### config.mk
export PLATFORM = sky130hd
export DESIGN_NAME = ser_frame_rx
export DESIGN_NICKNAME = d
export VERILOG_FILES = /design/src/rtl/dsr_pkg.sv /design/src/rtl/dsr_shift.sv /design/src/rtl/dsr_frame_chk.sv /design/src/rtl/dsr_lock_fsm.sv /design/src/rtl/ser_frame_rx.sv
export SDC_FILE = /design/constraint.sdc
export NUM_CORES = 1
export LEC_CHECK = 0
export ABC_AREA = 1
export BUFFER_PORTS_ARGS = -buffer_cell sky130_fd_sc_hd__buf_2
export CAP_MARGIN = 20
export CORE_UTILIZATION = 50
export DETAILED_ROUTE_END_ITERATION = 6
export PLACE_DENSITY = 0.72
export RECOVER_POWER = 50
export SYNTH_ARGS = -nofsm -noshare
export SYNTH_HDL_FRONTEND = slang
export SYNTH_HIERARCHICAL = 1
export SYNTH_SLANG_ARGS = --single-unit
### constraint.sdc
create_clock -name clk -period 2.8 [get_ports clk]
set_input_delay 0.56 -clock clk [delete_from_list [all_inputs] [get_ports clk]]
set_output_delay 0.56 -clock clk [all_outputs]
set_load 0.005 [all_outputs]
### src/rtl/dsr_pkg.sv
package dsr_pkg;

    typedef enum logic [0:0] {
        ST_HUNT   = 1'b0,
        ST_LOCKED = 1'b1
    } link_st_e;

endpackage

### src/rtl/dsr_shift.sv
// Bit history: keeps the last FRAME_W-1 accepted bits and presents them,
// together with the bit now on the line, as a full frame window.
module dsr_shift #(
    parameter int FRAME_W = 12
) (
    input  logic               clk,
    input  logic               rst_n,
    input  logic               clr,
    input  logic               bit_en,
    input  logic               ser_in,
    output logic [FRAME_W-1:0] win
);

    localparam int HIST_W = FRAME_W - 1;

    logic [HIST_W-1:0] hist_d;
    logic [HIST_W-1:0] hist_q;

    // oldest bit at the MSB, the bit being taken now at bit 0
    assign win = {hist_q, ser_in};

    always_comb begin
        hist_d = hist_q;
        if (clr) begin
            hist_d = '0;
        end else if (bit_en) begin
            hist_d = win[HIST_W-1:0];
        end
    end

    always_ff @(posedge clk or negedge rst_n) begin
        if (!rst_n) begin
            hist_q <= '0;
        end else begin
            hist_q <= hist_d;
        end
    end

endmodule

### src/rtl/dsr_frame_chk.sv
// Pure decode of one frame window: start/stop check, training burst match
// and data extraction (first data bit on the line lands at bit 0).
module dsr_frame_chk #(
    parameter int FRAME_W   = 12,
    parameter int TRAIN_RUN = 6
) (
    input  logic [FRAME_W-1:0] win,
    output logic               frame_ok,
    output logic               train_hit,
    output logic [FRAME_W-3:0] data
);

    localparam int DATA_W = FRAME_W - 2;
    // TRAIN_RUN ones (oldest) followed by zeros (newest)
    localparam logic [FRAME_W-1:0] TRAIN_PAT = ~({FRAME_W{1'b1}} >> TRAIN_RUN);

    assign frame_ok  = win[FRAME_W-1] & ~win[0];
    assign train_hit = (win == TRAIN_PAT);

    for (genvar i = 0; i < DATA_W; i++) begin : g_data
        assign data[i] = win[FRAME_W-2-i];
    end

endmodule

### src/rtl/dsr_lock_fsm.sv
// Alignment search, lock keeping and word delivery.
module dsr_lock_fsm
    import dsr_pkg::*;
#(
    parameter int FRAME_W     = 12,
    parameter int LOCK_FRAMES = 4,
    parameter int LOSS_FRAMES = 2
) (
    input  logic               clk,
    input  logic               rst_n,
    input  logic               pwr_ok,
    input  logic               rx_en,
    input  logic               bit_en,
    input  logic               frame_ok,
    input  logic               train_hit,
    input  logic [FRAME_W-3:0] data,
    output logic               lock_n,
    output logic               word_vld,
    output logic [FRAME_W-3:0] word
);

    localparam int DATA_W = FRAME_W - 2;
    localparam int POS_W  = $clog2(FRAME_W);
    localparam int GOOD_W = $clog2(LOCK_FRAMES + 1);
    localparam int ERR_W  = $clog2(LOSS_FRAMES + 1);

    localparam logic [POS_W-1:0]  POS_LAST  = POS_W'(FRAME_W - 1);
    localparam logic [GOOD_W-1:0] GOOD_LAST = GOOD_W'(LOCK_FRAMES - 1);
    localparam logic [ERR_W-1:0]  ERR_LAST  = ERR_W'(LOSS_FRAMES - 1);

    typedef struct packed {
        link_st_e          st;
        logic [POS_W-1:0]  pos;
        logic [GOOD_W-1:0] good;
        logic [ERR_W-1:0]  errs;
        logic              vld;
        logic [DATA_W-1:0] word;
    } fsm_t;

    fsm_t s_d;
    fsm_t s_q;

    logic at_end;
    assign at_end = (s_q.pos == POS_LAST);

    always_comb begin
        s_d     = s_q;
        s_d.vld = 1'b0;
        if (!pwr_ok) begin
            s_d.st   = ST_HUNT;
            s_d.pos  = '0;
            s_d.good = '0;
            s_d.errs = '0;
        end else if (bit_en) begin
            unique case (s_q.st)
                ST_HUNT: begin
                    if (train_hit) begin
                        s_d.st   = ST_LOCKED;
                        s_d.pos  = '0;
                        s_d.good = '0;
                        s_d.errs = '0;
                    end else if (at_end) begin
                        if (frame_ok) begin
                            s_d.pos = '0;
                            if (s_q.good == GOOD_LAST) begin
                                s_d.st   = ST_LOCKED;
                                s_d.good = '0;
                                s_d.errs = '0;
                            end else begin
                                s_d.good = s_q.good + 1'b1;
                            end
                        end else begin
                            // slide: keep pos at the end so the next bit is checked
                            s_d.good = '0;
                        end
                    end else begin
                        s_d.pos = s_q.pos + 1'b1;
                    end
                end
                ST_LOCKED: begin
                    if (at_end) begin
                        if (frame_ok) begin
                            s_d.pos  = '0;
                            s_d.errs = '0;
                            if (rx_en) begin
                                s_d.vld  = 1'b1;
                                s_d.word = data;
                            end
                        end else if (s_q.errs == ERR_LAST) begin
                            s_d.st   = ST_HUNT;
                            s_d.pos  = POS_LAST;
                            s_d.good = '0;
                            s_d.errs = '0;
                        end else begin
                            s_d.pos  = '0;
                            s_d.errs = s_q.errs + 1'b1;
                        end
                    end else begin
                        s_d.pos = s_q.pos + 1'b1;
                    end
                end
                default: s_d.st = ST_HUNT;
            endcase
        end
    end

    always_ff @(posedge clk or negedge rst_n) begin
        if (!rst_n) begin
            s_q.st   <= ST_HUNT;
            s_q.pos  <= '0;
            s_q.good <= '0;
            s_q.errs <= '0;
            s_q.vld  <= 1'b0;
            s_q.word <= '0;
        end else begin
            s_q <= s_d;
        end
    end

    assign lock_n   = (s_q.st != ST_LOCKED);
    assign word_vld = s_q.vld;
    assign word     = s_q.word;

    AST_VLD_NEEDS_LOCK: assert property (@(posedge clk) disable iff (!rst_n)
        word_vld |-> !lock_n);

    AST_VLD_ON_BIT: assert property (@(posedge clk) disable iff (!rst_n)
        $rose(word_vld) |-> $past(bit_en));

    AST_VLD_PULSE: assert property (@(posedge clk) disable iff (!rst_n)
        word_vld |=> !word_vld);

    AST_PWR_DROPS_LOCK: assert property (@(posedge clk) disable iff (!rst_n)
        !pwr_ok |=> lock_n);

    AST_RX_OFF_QUIET: assert property (@(posedge clk) disable iff (!rst_n)
        !rx_en |=> !word_vld);

    AST_LOCK_ON_BIT: assert property (@(posedge clk) disable iff (!rst_n)
        $fell(lock_n) |-> $past(bit_en && pwr_ok));

    AST_ERR_RANGE: assert property (@(posedge clk) disable iff (!rst_n)
        s_q.errs < ERR_W'(LOSS_FRAMES));

endmodule

### src/rtl/ser_frame_rx.sv
module ser_frame_rx #(
    parameter int FRAME_W     = 12,
    parameter int TRAIN_RUN   = 6,
    parameter int LOCK_FRAMES = 4,
    parameter int LOSS_FRAMES = 2
) (
    input  logic               clk,
    input  logic               rst_n,
    input  logic               bit_en,
    input  logic               ser_in,
    input  logic               rx_en,
    input  logic               pwr_dn_n,
    output logic [FRAME_W-3:0] word,
    output logic               word_vld,
    output logic               lock_n
);

    localparam int DATA_W = FRAME_W - 2;

    logic [FRAME_W-1:0] win;
    logic               frame_ok;
    logic               train_hit;
    logic [DATA_W-1:0]  data;
    logic               take_bit;

    // bits are dropped entirely while powered down
    assign take_bit = bit_en & pwr_dn_n;

    dsr_shift #(
        .FRAME_W (FRAME_W)
    ) u_shift (
        .clk    (clk),
        .rst_n  (rst_n),
        .clr    (~pwr_dn_n),
        .bit_en (take_bit),
        .ser_in (ser_in),
        .win    (win)
    );

    dsr_frame_chk #(
        .FRAME_W   (FRAME_W),
        .TRAIN_RUN (TRAIN_RUN)
    ) u_chk (
        .win       (win),
        .frame_ok  (frame_ok),
        .train_hit (train_hit),
        .data      (data)
    );

    dsr_lock_fsm #(
        .FRAME_W     (FRAME_W),
        .LOCK_FRAMES (LOCK_FRAMES),
        .LOSS_FRAMES (LOSS_FRAMES)
    ) u_fsm (
        .clk       (clk),
        .rst_n     (rst_n),
        .pwr_ok    (pwr_dn_n),
        .rx_en     (rx_en),
        .bit_en    (take_bit),
        .frame_ok  (frame_ok),
        .train_hit (train_hit),
        .data      (data),
        .lock_n    (lock_n),
        .word_vld  (word_vld),
        .word      (word)
    );

    AST_RESET_UNLOCKED: assert property (@(posedge clk)
        !rst_n |=> lock_n);

endmodule

Yosys cells after proc, flatten, opt, wreduce, memory -nomap -nowiden. Index checks and enable logic that the tools add are counted.

Word-level logic and storage cells: 60. Bits of input ports: 6. Flip-flop bits (word level): 32. Output and inout port bits: 12.

Eq/ne operators: 12. Muxes and demuxes: 30. Add/sub/neg operators: 3. Bitwise gates (word level): 4. Reduce and logical (&&, ||, !) cells: 4.

Operators by type and width (count): 11-bit two-way mux (6); 21-bit two-way mux (1); 10-bit two-way mux (2); 10-bit case mux with 2 select lines (1); 16-bit two-way mux (1); 4-bit two-way mux (4); 12-bit == test (second input constant) (1); 3-bit two-way mux (4); 4-bit by 2-bit inequality test with 1-bit output (second input constant) (3); 5-bit two-way mux (2); 5-bit AND reduction (2); 3-bit inequality test (second input constant) (3); 2-bit two-way mux (4); 6-bit AND reduction (1); 1-bit two-way mux (5); 5-bit inequality test (second input constant) (1); 4-bit by 1-bit adder with 4-bit output (second input constant) (1); 4-bit == test (second input constant) (1); 3-bit by 1-bit adder with 3-bit output (second input constant) (1); 3-bit by 2-bit == test with 1-bit output (second input constant) (1); 2-bit by 1-bit adder with 2-bit output (second input constant) (1); 1-bit AND (2); 2-bit by 1-bit == test with 1-bit output (second input constant) (1); 2-bit by 1-bit inequality test with 1-bit output (second input constant) (1); other kinds (2) (3).

Depth between registers and ports, before layout. Gate-level depths: netlist of the first run.

Word-level depth: 8. Mapped depth: 12.

Cells and area by module. Netlist of the first run, hierarchy kept.

By module, submodules not included: dsr_lock_fsm (times used 1, sequential area each 525.5 sq um, cells each 155, area an instance 1202.4 sq um); dsr_shift (times used 1, sequential area each 275.3 sq um, cells each 50, area an instance 465.4 sq um); dsr_frame_chk (times used 1, sequential area each 0.0 sq um, cells each 26, area an instance 140.1 sq um); ser_frame_rx (times used 1, sequential area each 0.0 sq um, cells each 3, area an instance 11.3 sq um).

Worst setup path after synthesis of the first run. OpenSTA, ideal clock, no wires.

Kind: in2reg. Start point: input ser_in. End point: register u_fsm/s_q[15] (netlist name). Setup slack: 1236 ps. Stages: 11. Path buffers: 1. Data arrival time: 1448 ps. Cells stage by stage: buf_4 -> inv_1 -> nand2_1 -> nor2_1 -> nand2_1 -> nor2_2 -> nand2_2 -> nand3_1 -> nand3_2 -> nor2_1 -> nor2_1.

Elaborated cells between the ends (all ways): 12. Classes of those cells: eq/ne: 3; mux: 6; bitwise: 2; reduce/logical: 1.

RTL lines: start, declared (RTL line ser_frame_rx.sv:10) `input logic ser_in,`; 12-bit == test (*) (RTL line dsr_frame_chk.sv:18) `assign train_hit = (win == TRAIN_PAT);`; named net train_hit (RTL line ser_frame_rx.sv:22) `logic train_hit;`; 10-bit two-way mux (RTL line dsr_lock_fsm.sv:57) `if (train_hit) begin`; 10-bit case mux with 2 select lines (RTL line dsr_lock_fsm.sv:55) `unique case (s_q.st)`; 21-bit two-way mux (RTL line dsr_lock_fsm.sv:54) `end else if (bit_en) begin`; 10-bit two-way mux (RTL line dsr_lock_fsm.sv:49) `if (!pwr_ok) begin`; end, declared (RTL line dsr_lock_fsm.sv:41) `fsm_t s_q;`.

The timed path passes the listed nets; every way through them passes the cells marked *. The select of a mux whose other input is x is not followed. A chain may end at the register's enable or synchronous reset.

Worst setup path after layout of the first run.
Start point: input pwr_dn_n. End point: register u_fsm/word[6] (netlist name).

Cells in the longest elaborated chain, start to end: 2.

RTL lines: start, declared (RTL line ser_frame_rx.sv:12) `input logic pwr_dn_n,`; 1-bit AND (RTL line ser_frame_rx.sv:27) `assign take_bit = bit_en & pwr_dn_n;`; named net take_bit (RTL line ser_frame_rx.sv:24) `logic take_bit;`; 6-bit AND reduction (no line).

The timed path passes the listed nets, and every way through them passes these cells.

==> flow_summary.yaml, run 1 <==
outcome:
  run_status: "finished, violations left"
  violated_checks: "capacitance limit, slew limit"
sta:
  rsz0062_at_grt: "false"
  timing_max_transition_violations_final: 33
  layout_setup_ws_ns: 0.891
  fin_setup_tns_ns: 0
  hold-worst-slack_ns: 0.471
  setup-violations-final: 0
  final.setup_skew_ns: 0.00679
  period_share_pct: 68.2
  final_hold_viol_count: 0
  post_layout_min_period_ns: 1.91
  timing.max_slew.rel_slack_pct: -11.1
  actual_slew_at_the_worst_max_slew_pin_ns: 1.67
  fmax_ghz: 0.524
clock_tree:
  clock_tree_from_tritoncts: "done"
  cts_htree_levels: 2
  cts_buf_count: 5
  cts_hold_buf: 0
  cts.root.buffer_cell: "sky130_fd_sc_hd__clkbuf_4"
  post_cts_setup_bufs: 0
  post_cts_resize_count: 0
  worstSkewPairLatency_ns: 0.33
  clock_tree.buffer_depth: 2
  numClockSinks: 32
  clkTransAtPathRegs_ns: 0.10
place:
  pre_cts_ws_ns: 0.686
  place.gp.congestion: 0.766
  io_buffers: 17
  hpwlAfterDp_um: 2250
  placement.cell_area_um2: 1740
power:
  power_leakage_nw: 1.04
  power_per_cell_area_nw_per_um2: 439
  vdd_ir_drop_max_mv: 0.226
logic_synthesis:
  synth_most_common_cell: "sky130_fd_sc_hd__nand2_1"
  netlist_top_cells_count: "78 x sky130_fd_sc_hd__nand2_1, 32 x sky130_fd_sc_hd__dfrtp_1, 26 x sky130_fd_sc_hd__nand3_1"
  synth_enable_flop_cells: 0
  synth-seq-area-share_pct: 44.0
  post_synth_inst_count: 234
  post_synth_net_total: 242
  syn_avg_cell_area_um2: 7.77
  postSynth.topFlopCell: "sky130_fd_sc_hd__dfrtp_1"
  ys_async_sr_fraction_pct: 100
  post_synth_instance_area_um2: 1820
  fraction_of_post_synthesis_cell_area_in_the_top_cell_type_by_area_pct: 44.0
  synth_area_leader_cell: "sky130_fd_sc_hd__dfrtp_1"
  ys_ff_latch: 32
  number_of_different_library_cells_in_the_post_synthesis_netlist: 22
  synthesis.yosys.warnings: 6
  netlist_top_cells_area: "sky130_fd_sc_hd__dfrtp_1 44%, sky130_fd_sc_hd__nand2_1 16%, sky130_fd_sc_hd__buf_4 9.1%, sky130_fd_sc_hd__nand3_1 7.2%, sky130_fd_sc_hd__inv_1 4.5%"
final_layout:
  fin_util_pct: 52.6
  nets: 238
  areaGrowthSynthToFinish_pct: -1.17
  final_cell_area_um2: 1800
  drive_gt1_share_pct: 13.9
  fillers: 336
  antennaDiodeCount: 0
  multi_input_comb_area_um2: 709
  register_area_um2: 801
route:
  wl_um: 3160
  dr.pass1.iters: 4
  final_antenna_net_count: 0
  avgViaCountPerCell: 4.98
  detailedRoute.firstIterationViolations: 74
  drcViolationCount: 0
  via_count: 1380
  routedWlPerCell_um: 11.4
worst_setup_path:
  worst_path_max_delay_cell: "sky130_fd_sc_hd__inv_1"
  worstSetupStartpoint: "pwr_dn_n"
  worst_setup_path_start_kind: "input pin"
  criticalPathCategory: "input pin to flip-flop"
  reg2reg_from: "u_shift/hist_q[4]"
  regToRegSetupSlack_ns: 1.32
  worst_ep_arrival_time_ns: 2.19
  crit_path_max_fanout: 16
  crit-reg2reg-capture: "u_fsm/s_q[15]"
  largest_incremental_delay_on_the_critical_path_ns: 0.33
  nature_of_the_critical_path_endpoint: "flip-flop"
  worstSetupEndpoint: "u_fsm/word[6]"
  rr_worst_depth: 10
  worst_path_most_repeated_cell: "sky130_fd_sc_hd__nand2_1"
  endpoint_required_time_on_the_critical_path_ns: 3.08
  worstPathCellList: "clkbuf_1 -> nand2_1 -> inv_1 -> nand2_1 -> inv_2 -> nand4_4 -> nor2_4 -> nand2_1 -> nand2_1"
grt:
  first_pass_grt_wire_length_um: 5780
  track_usage_pct: 19.2
  globalRouteOverflowTotal: 0
  first_global_vias: 1266
  grt_antenna_before_repair: 0
  grt_max_degree: 33
floorplan:
  die_w_um: 62.3
  floorplan.die.height_um: 62.3
  core_um2: 3420
  row_count: 21
  floorplan.die_area_um2: 3880
  io_pins: 18
  start_util_pct: 53.3
worst_hold_path:
  min_delay_worst_type: "input pin to flip-flop"
run:
  maxCapViolCount: 1
==> area by class of cell <==
class	count	area share [%]
Multi-Input combinational cell	151	39.5
Clock inverter	2	0.557
Timing Repair Buffer	17	4.59
Clock buffer	6	2.85
Inverter	23	4.80
Sequential cell	32	44.5
Tap cell	46	3.20
==> layer usage <==
metal	vias to the layer above	wire (µm)	part of all wire, %	global-route usage [%]
met3	7	176	5.6	5.88
met5	-	0	0	0
li1	714	-	-	-
met1	625	1580	50	26.1
met4	0	72	2.3	8.14
met2	34	1330	42	28.2
==> cell usage in the layout (no fill, tap or decap) <==
| master | n |
|---|---|
| sky130_fd_sc_hd__buf_2 | 15 |
| sky130_fd_sc_hd__clkbuf_1 | 2 |
| sky130_fd_sc_hd__clkbuf_4 | 5 |
| sky130_fd_sc_hd__clkbuf_8 | 1 |
| sky130_fd_sc_hd__clkinv_2 | 2 |
| sky130_fd_sc_hd__dfrtp_1 | 32 |
| sky130_fd_sc_hd__ha_1 | 2 |
| sky130_fd_sc_hd__inv_1 | 22 |
| sky130_fd_sc_hd__inv_2 | 1 |
| sky130_fd_sc_hd__nand2_1 | 78 |
| sky130_fd_sc_hd__nand2_2 | 3 |
| sky130_fd_sc_hd__nand3_1 | 26 |
| sky130_fd_sc_hd__nand3_2 | 1 |
| sky130_fd_sc_hd__nand3_4 | 1 |
| sky130_fd_sc_hd__nand3b_1 | 1 |
| sky130_fd_sc_hd__nand4_1 | 3 |
| sky130_fd_sc_hd__nand4_4 | 1 |
| sky130_fd_sc_hd__nor2_1 | 13 |
| sky130_fd_sc_hd__nor2_2 | 1 |
| sky130_fd_sc_hd__nor2_4 | 1 |
| sky130_fd_sc_hd__nor3_1 | 3 |
| sky130_fd_sc_hd__o21ai_0 | 6 |
| sky130_fd_sc_hd__o21ai_1 | 10 |
| sky130_fd_sc_hd__or2_0 | 1 |
==> power by group <==
| group | internal (mW) | switching, mW |
|---|---|---|
| Sequential | 0.464 | 0.00338 |
| Combinational | 0.00951 | 0.0313 |
| Clock | 0.119 | 0.161 |
| Total | 0.593 | 0.195 |
==> through the flow <==
stage,total power [mW],cells
2_1_floorplan,0.507,234
3_3_place_gp,0.519,269
3_5_place_dp,0.519,269
4_1_cts,0.799,277
5_1_grt,0.837,277
6_report,0.789,277
==> worst max-delay path: cells and delay by family <==
family / cells / cell delay (ns)
buffers and inverters: 3 / 0.76
AND/OR/NAND/NOR: 6 / 0.86
==> logic make-up (layout without fill, tap and decap cells) <==
family,Yosys count,after routing,synth area share (%)
DFF,32,32,44.0
and+or+nand+nor,133,133,33.4
AOI/OAI and AO/OA,16,16,4.40
buffers and inverters,51,48,16.8
adders and majority gates,2,2,1.38
==> how the worst min path moves through the flow <==
stage                   from           endpoint  slack [ns]  cells past startpoint
2_1_floorplan          rst_n      u_fsm/s_q[11]        0.26                      0
3_3_place_gp   u_fsm/word[6]      u_fsm/word[6]        0.46                      2
3_5_place_dp   u_fsm/word[6]      u_fsm/word[6]        0.47                      2
4_1_cts                rst_n  u_shift/hist_q[6]        0.28                      1
5_1_grt               ser_in  u_shift/hist_q[0]        0.48                      3
6_report              ser_in  u_shift/hist_q[0]        0.47                      3
==> flip-flops by register name (all words and copies together) (netlist names) <==
| register | flops |
|---|---|
| u_fsm/word_vld | 1 |
| u_shift/hist_q | 11 |
| u_fsm/s_q | 10 |
| u_fsm/word | 10 |
Note: power is estimated with default switching activity, not from simulation.
==> run 2: changes to the inputs <==
--- a/config.mk
+++ b/config.mk
@@ -10,7 +10,7 @@
 export CAP_MARGIN = 20
 export CORE_UTILIZATION = 50
 export DETAILED_ROUTE_END_ITERATION = 6
-export PLACE_DENSITY = 0.72
+export PLACE_DENSITY = 0.75
 export RECOVER_POWER = 50
 export SYNTH_ARGS = -nofsm -noshare
 export SYNTH_HDL_FRONTEND = slang
==> constraint.sdc (replaced) <==
create_clock -name clk -period 1.7 [get_ports clk]
set_input_delay 0.34 -clock clk [delete_from_list [all_inputs] [get_ports clk]]
set_output_delay 0.34 -clock clk [all_outputs]
set_load 0.005 [all_outputs]
==> run 2 against run 1 <==
  * Critical endpoint is now lock_n
  * Via count is 0.51% higher
  * Total power up 80%
  * Combinational power up 72%
  * Setup slack got worse by 0.70 ns
  * Die area did not move
  * Count of clock-buffer cells in the layout unchanged
  * Core utilization rose by 0.99 points
  * Cell area grew 1.9%
  * The flow now finishes without violations
  * Clock skew is 0.0028 ns lower
  * Final cell count up 0.72%
==> flow_summary.yaml, run 2 (synthesis gave the netlist of run 1 again) <==
outcome:
  run_status: "completed"
clock_tree:
  clock_tree_from_tritoncts: "done"
  numClockSinks: 32
  cts_buf_count: 5
  worstSkewPairLatency_ns: 0.34
  cts_htree_levels: 2
  clock_tree.buffer_depth: 2
  post_cts_setup_bufs: 0
  clkTransAtPathRegs_ns: 0.10
  cts.root.buffer_cell: "sky130_fd_sc_hd__clkbuf_4"
worst_setup_path:
  reg2reg_from: "u_shift/hist_q[3]"
  worst_ep_arrival_time_ns: 1.16
  crit_path_max_fanout: 6
  largest_incremental_delay_on_the_critical_path_ns: 0.50
  endpoint_required_time_on_the_critical_path_ns: 1.36
  critical_path.n_buffers_inverters: 2
  worstPathCellList: "inv_1 -> buf_2"
  worstSetupStartpoint: "u_fsm/s_q[20]"
  path_delay_family: "flip-flops"
  worst_setup_path_start_kind: "flip-flop"
  worst_path_max_delay_cell: "sky130_fd_sc_hd__dfrtp_1"
  nature_of_the_critical_path_endpoint: "output port"
  criticalPathCategory: "flip-flop to output port"
grt:
  first_global_vias: 1277
  first_pass_grt_wire_length_um: 5880
  globalRouteOverflowTotal: 0
  track_usage_pct: 19.3
  grt_max_degree: 33
  grt_antenna_before_repair: 0
final_layout:
  nets: 240
  fin_util_pct: 53.6
  post_layout_nonfiller_instances: 279
  antennaDiodeCount: 0
  registers.top_by_ff_count: "u_shift/hist_q"
  top_registers: "u_shift/hist_q (11), u_fsm/s_q (10), u_fsm/word (10)"
  flip_flop_count_of_the_largest_register_after_layout: 11
  layout.cells.most_common_list: "78 x sky130_fd_sc_hd__nand2_1, 32 x sky130_fd_sc_hd__dfrtp_1, 26 x sky130_fd_sc_hd__nand3_1"
  final_common_cell: "sky130_fd_sc_hd__nand2_1"
  final_cell_area_um2: 1830
  drive_gt1_share_pct: 15.5
  areaGrowthSynthToFinish_pct: 0.688
power:
  vdd_ir_drop_max_mv: 0.480
  power_per_cell_area_nw_per_um2: 774
  power_leakage_nw: 1.06
  p_total_mw: 1.42
sta:
  post_layout_min_period_ns: 1.50
  actual_slew_at_the_worst_max_slew_pin_ns: 0.789
  fin_setup_tns_ns: 0
  final_hold_viol_count: 0
  rsz0062_at_grt: "false"
  hold-worst-slack_ns: 0.0630
  layout_setup_ws_ns: 0.196
  fmax_ghz: 0.665
  period_share_pct: 88.4
  final.setup_skew_ns: 0.00396
  timing_max_transition_violations_final: 0
  timing.max_slew.rel_slack_pct: 47.4
  setup-violations-final: 0
floorplan:
  floorplan.die_area_um2: 3880
  io_pins: 18
  core_um2: 3420
  row_count: 21
  start_util_pct: 53.3
  floorplan.die.height_um: 62.3
  die_w_um: 62.3
place:
  io_buffers: 17
  place.gp.congestion: 0.817
  numPlacedInstances: 271
  placement.cell_area_um2: 1760
  pre_cts_ws_ns: 0.181
  hpwlAfterDp_um: 2180
route:
  avgViaCountPerCell: 4.97
  routedWlPerCell_um: 11.3
  wl_um: 3150
  final_antenna_net_count: 0
  dr.pass1.iters: 4
  detailedRoute.firstIterationViolations: 77
  drcViolationCount: 0
  via_count: 1387
run:
  maxCapViolCount: 0
worst_hold_path:
  min_delay_worst_type: "input pin to asynchronous set/reset pin"
run 2: where the power goes:
group / total [mW] / switching [mW] / internal [mW]
registers: 0.770 / 0.00555 / 0.765
logic: 0.0701 / 0.0531 / 0.0169
clock network: 0.577 / 0.269 / 0.308
run 2: area by class of cell:
type / count / area (µm²)
fill: 343 / 1580
sequential: 32 / 801
multi-input combinational: 151 / 714
timing repair buffer: 19 / 96.3
inverter: 23 / 86.3
tap: 46 / 57.6
clock buffer: 6 / 41.3
clock inverter: 2 / 35.0
run 2: layer usage:
metal / up-vias / wire (µm) / track usage (%)
met2: 35 / 1280 / 27.2
met3: 7 / 160 / 5.88
met1: 635 / 1640 / 27.4
li1: 710 / - / -
met4: 0 / 70 / 8.43
met5: - / 0 / 0
run 2: path summary, 6_finish.rpt:
path	end	cells past startpoint	slack, ns
min reg2reg	u_fsm/word[0]	2	0.48
max	lock_n	2	0.20
min	u_shift/hist_q[4]	1	0.06
max reg2reg	u_fsm/s_q[14]	10	0.20
min in group clk	u_shift/hist_q[0]	3	0.24
max in group asynchronous	u_fsm/s_q[17]	1	1.13
run 2: worst register-to-register path, cell delays in order, from the launching register on:
cell,delay (ns)
sky130_fd_sc_hd__dfrtp_1,0.43
sky130_fd_sc_hd__inv_1,0.07
sky130_fd_sc_hd__nand2_1,0.05
sky130_fd_sc_hd__nor2_1,0.10
sky130_fd_sc_hd__nand2_1,0.07
sky130_fd_sc_hd__nor2_2,0.15
sky130_fd_sc_hd__nand2_2,0.12
sky130_fd_sc_hd__nand3_1,0.13
sky130_fd_sc_hd__nand3_2,0.11
sky130_fd_sc_hd__nand2_1,0.08
sky130_fd_sc_hd__o21ai_0,0.07
run 2: what timing repair did:
item / in CTS / in global routing
gates resized for setup: 0 / 3
endpoints found under the hold margin: 0 / 0
setup endpoints to repair: 0 / 2
hold buffers: 0 / 0
==> run 3: changes to the inputs <==
--- a/config.mk
+++ b/config.mk
@@ -8,9 +8,12 @@
 export ABC_AREA = 1
 export BUFFER_PORTS_ARGS = -buffer_cell sky130_fd_sc_hd__buf_2
 export CAP_MARGIN = 20
-export CORE_UTILIZATION = 50
+export CELL_PAD_IN_SITES_DETAIL_PLACEMENT = 0
+export CELL_PAD_IN_SITES_GLOBAL_PLACEMENT = 1
+export CORE_UTILIZATION = 39
 export DETAILED_ROUTE_END_ITERATION = 6
-export PLACE_DENSITY = 0.75
+export MAX_ROUTING_LAYER = met4
+export PLACE_DENSITY = 0.78
 export RECOVER_POWER = 50
 export SYNTH_ARGS = -nofsm -noshare
 export SYNTH_HDL_FRONTEND = slang
==> run 3 against run 2 <==
  * Sequential cell count unchanged
  * Highest routed layer unchanged
  * Setup slack got worse by 0.0098 ns
  * Worst hold slack improved by 0.14 ns
  * Register-to-register slack about the same
  * Critical endpoint is now u_fsm/s_q[14]
  * Combinational power increased by 6.0%
  * Final cell count increased by 3.2%
  * Core utilization decreased by 11 points
  * Die area increased by 27%
==> flow_summary.yaml, run 3 (synthesis gave the netlist of run 1 again) <==
route:
  dr.pass1.iters: 4
  detailedRoute.firstIterationViolations: 98
  drcViolationCount: 0
  routedWlPerCell_um: 11.7
  avgViaCountPerCell: 4.69
  wl_um: 3360
  final_antenna_net_count: 0
  via_count: 1352
final_layout:
  drive_gt1_share_pct: 15.7
  antennaDiodeCount: 0
  layout.cells.most_common_list: "78 x sky130_fd_sc_hd__nand2_1, 32 x sky130_fd_sc_hd__dfrtp_1, 26 x sky130_fd_sc_hd__nand3_1"
  areaGrowthSynthToFinish_pct: 3.71
  fillers: 464
  nets: 243
  top_registers: "u_shift/hist_q (11), u_fsm/s_q (10), u_fsm/word (10)"
  flip_flop_count_of_the_largest_register_after_layout: 11
  final_common_cell: "sky130_fd_sc_hd__nand2_1"
  registers.top_by_ff_count: "u_shift/hist_q"
grt:
  track_usage_pct: 15.7
  first_global_vias: 1245
  grt_max_degree: 33
  globalRouteOverflowTotal: 0
  grt_antenna_before_repair: 0
  first_pass_grt_wire_length_um: 5950
clock_tree:
  clkTransAtPathRegs_ns: 0.07
  post_cts_resize_count: 0
  cts.root.buffer_cell: "sky130_fd_sc_hd__clkbuf_8"
  worstSkewPairLatency_ns: 0.29
  clock_tree.buffer_depth: 2
  cts_htree_levels: 2
  post_cts_setup_bufs: 0
  cts_buf_count: 5
  numClockSinks: 32
  cts_hold_buf: 0
  clock_tree_from_tritoncts: "done"
sta:
  layout_setup_ws_ns: 0.187
  timing_max_transition_violations_final: 0
  timing.max_slew.rel_slack_pct: 47.3
  post_layout_min_period_ns: 1.51
  final_hold_viol_count: 0
  final.setup_skew_ns: 0.00804
  actual_slew_at_the_worst_max_slew_pin_ns: 0.790
  fin_setup_tns_ns: 0
  period_share_pct: 89.0
  fmax_ghz: 0.661
  setup-violations-final: 0
  rsz0062_at_grt: "false"
power:
  power_per_cell_area_nw_per_um2: 834
  power_leakage_nw: 1.08
  vdd_ir_drop_max_mv: 0.282
worst_setup_path:
  worst_ep_arrival_time_ns: 1.71
  nature_of_the_critical_path_endpoint: "flip-flop"
  largest_incremental_delay_on_the_critical_path_ns: 0.42
  endpoint_required_time_on_the_critical_path_ns: 1.90
  criticalPathCategory: "flip-flop to flip-flop"
  critical_path.n_buffers_inverters: 0
  worstPathCellList: "ha_1 -> nand3_4 -> nand3_1 -> nand3_2 -> o21ai_0"
  worst_setup_path_start_kind: "flip-flop"
  path_delay_family: "simple AND/OR/NAND/NOR gates"
  worst_path_max_delay_cell: "sky130_fd_sc_hd__dfrtp_1"
  crit_path_max_fanout: 18
worst_hold_path:
  min_delay_worst_type: "input pin to asynchronous set/reset pin"
floorplan:
  floorplan.die_area_um2: 4940
  floorplan.die.height_um: 70.3
  io_pins: 18
  core_um2: 4410
  start_util_pct: 41.2
  die_w_um: 70.3
  row_count: 24
outcome:
  run_status: "completed"
place:
  hpwlAfterDp_um: 2330
  pre_cts_ws_ns: 0.141
  place.gp.congestion: 0.805
  io_buffers: 17
run:
  maxCapViolCount: 0
run 3: cell count changes in the layout (fill, tap and decap cells not counted), sizes merged:
cell | before | now
buf | 16 | 19
run 3: where the power goes:
| part | switching [mW] | leakage [nW] | internal [mW] |
|---|---|---|---|
| Sequential | 0.00562 | 0.446 | 0.765 |
| Clock | 0.294 | 0.0552 | 0.435 |
| Combinational | 0.0547 | 0.581 | 0.0196 |
| Total | 0.354 | 1.08 | 1.22 |
run 3: through the flow:
stage	std cells	total power [mW]	instance area, µm²	hold slack, ns	utilization, %
after detailed placement	278	0.865	1770	0.397	40.1
final	288	1.57	1890	0.205	42.7
after global routing	288	1.65	1890	0.294	42.7
after global placement	278	0.865	1770	0.389	40.1
after floorplan	234	0.834	1820	0.0444	-
after CTS	286	1.60	1880	0.0819	42.6
run 3: worst paths after layout:
path / slack [ns] / start / cells after the start / end
setup / recovery: 0.19 / u_fsm/s_q[16] / 5 / u_fsm/s_q[14]
setup reg to reg: 0.19 / u_fsm/s_q[16] / 5 / u_fsm/s_q[14]
hold / removal: 0.21 / rst_n / 2 / u_shift/hist_q[3]
min in group clk: 0.30 / ser_in / 3 / u_shift/hist_q[0]
max in group asynchronous: 0.99 / rst_n / 2 / u_fsm/s_q[15]
hold reg to reg: 0.48 / u_fsm/word[3] / 2 / u_fsm/word[3]
run 3: layer usage:
layer / wire length, µm / vias up / GRT usage, %
met4: 65 / 0 / 6.67
li1: - / 716 / -
met2: 1420 / 23 / 21.0
met3: 152 / 9 / 4.33
met5: 0 / - / -
met1: 1720 / 604 / 22.2
run 3: area by class of cell:
cell class,count,area [µm²],share of cell area (%)
tap,52,65.1,3.45
clock inverter,2,35.0,1.86
sequential,32,801,42.4
timing repair buffer,22,115,6.10
inverter,23,86.3,4.58
clock buffer,6,72.6,3.85
multi-input combinational,151,712,37.7
run 3: worst register-to-register path: stages (launching register included):
cell and delay (ns):
sky130_fd_sc_hd__dfrtp_1 0.42, sky130_fd_sc_hd__ha_1 0.27, sky130_fd_sc_hd__nand3_4 0.24, sky130_fd_sc_hd__nand3_1 0.19, sky130_fd_sc_hd__nand3_2 0.12, sky130_fd_sc_hd__o21ai_0 0.20
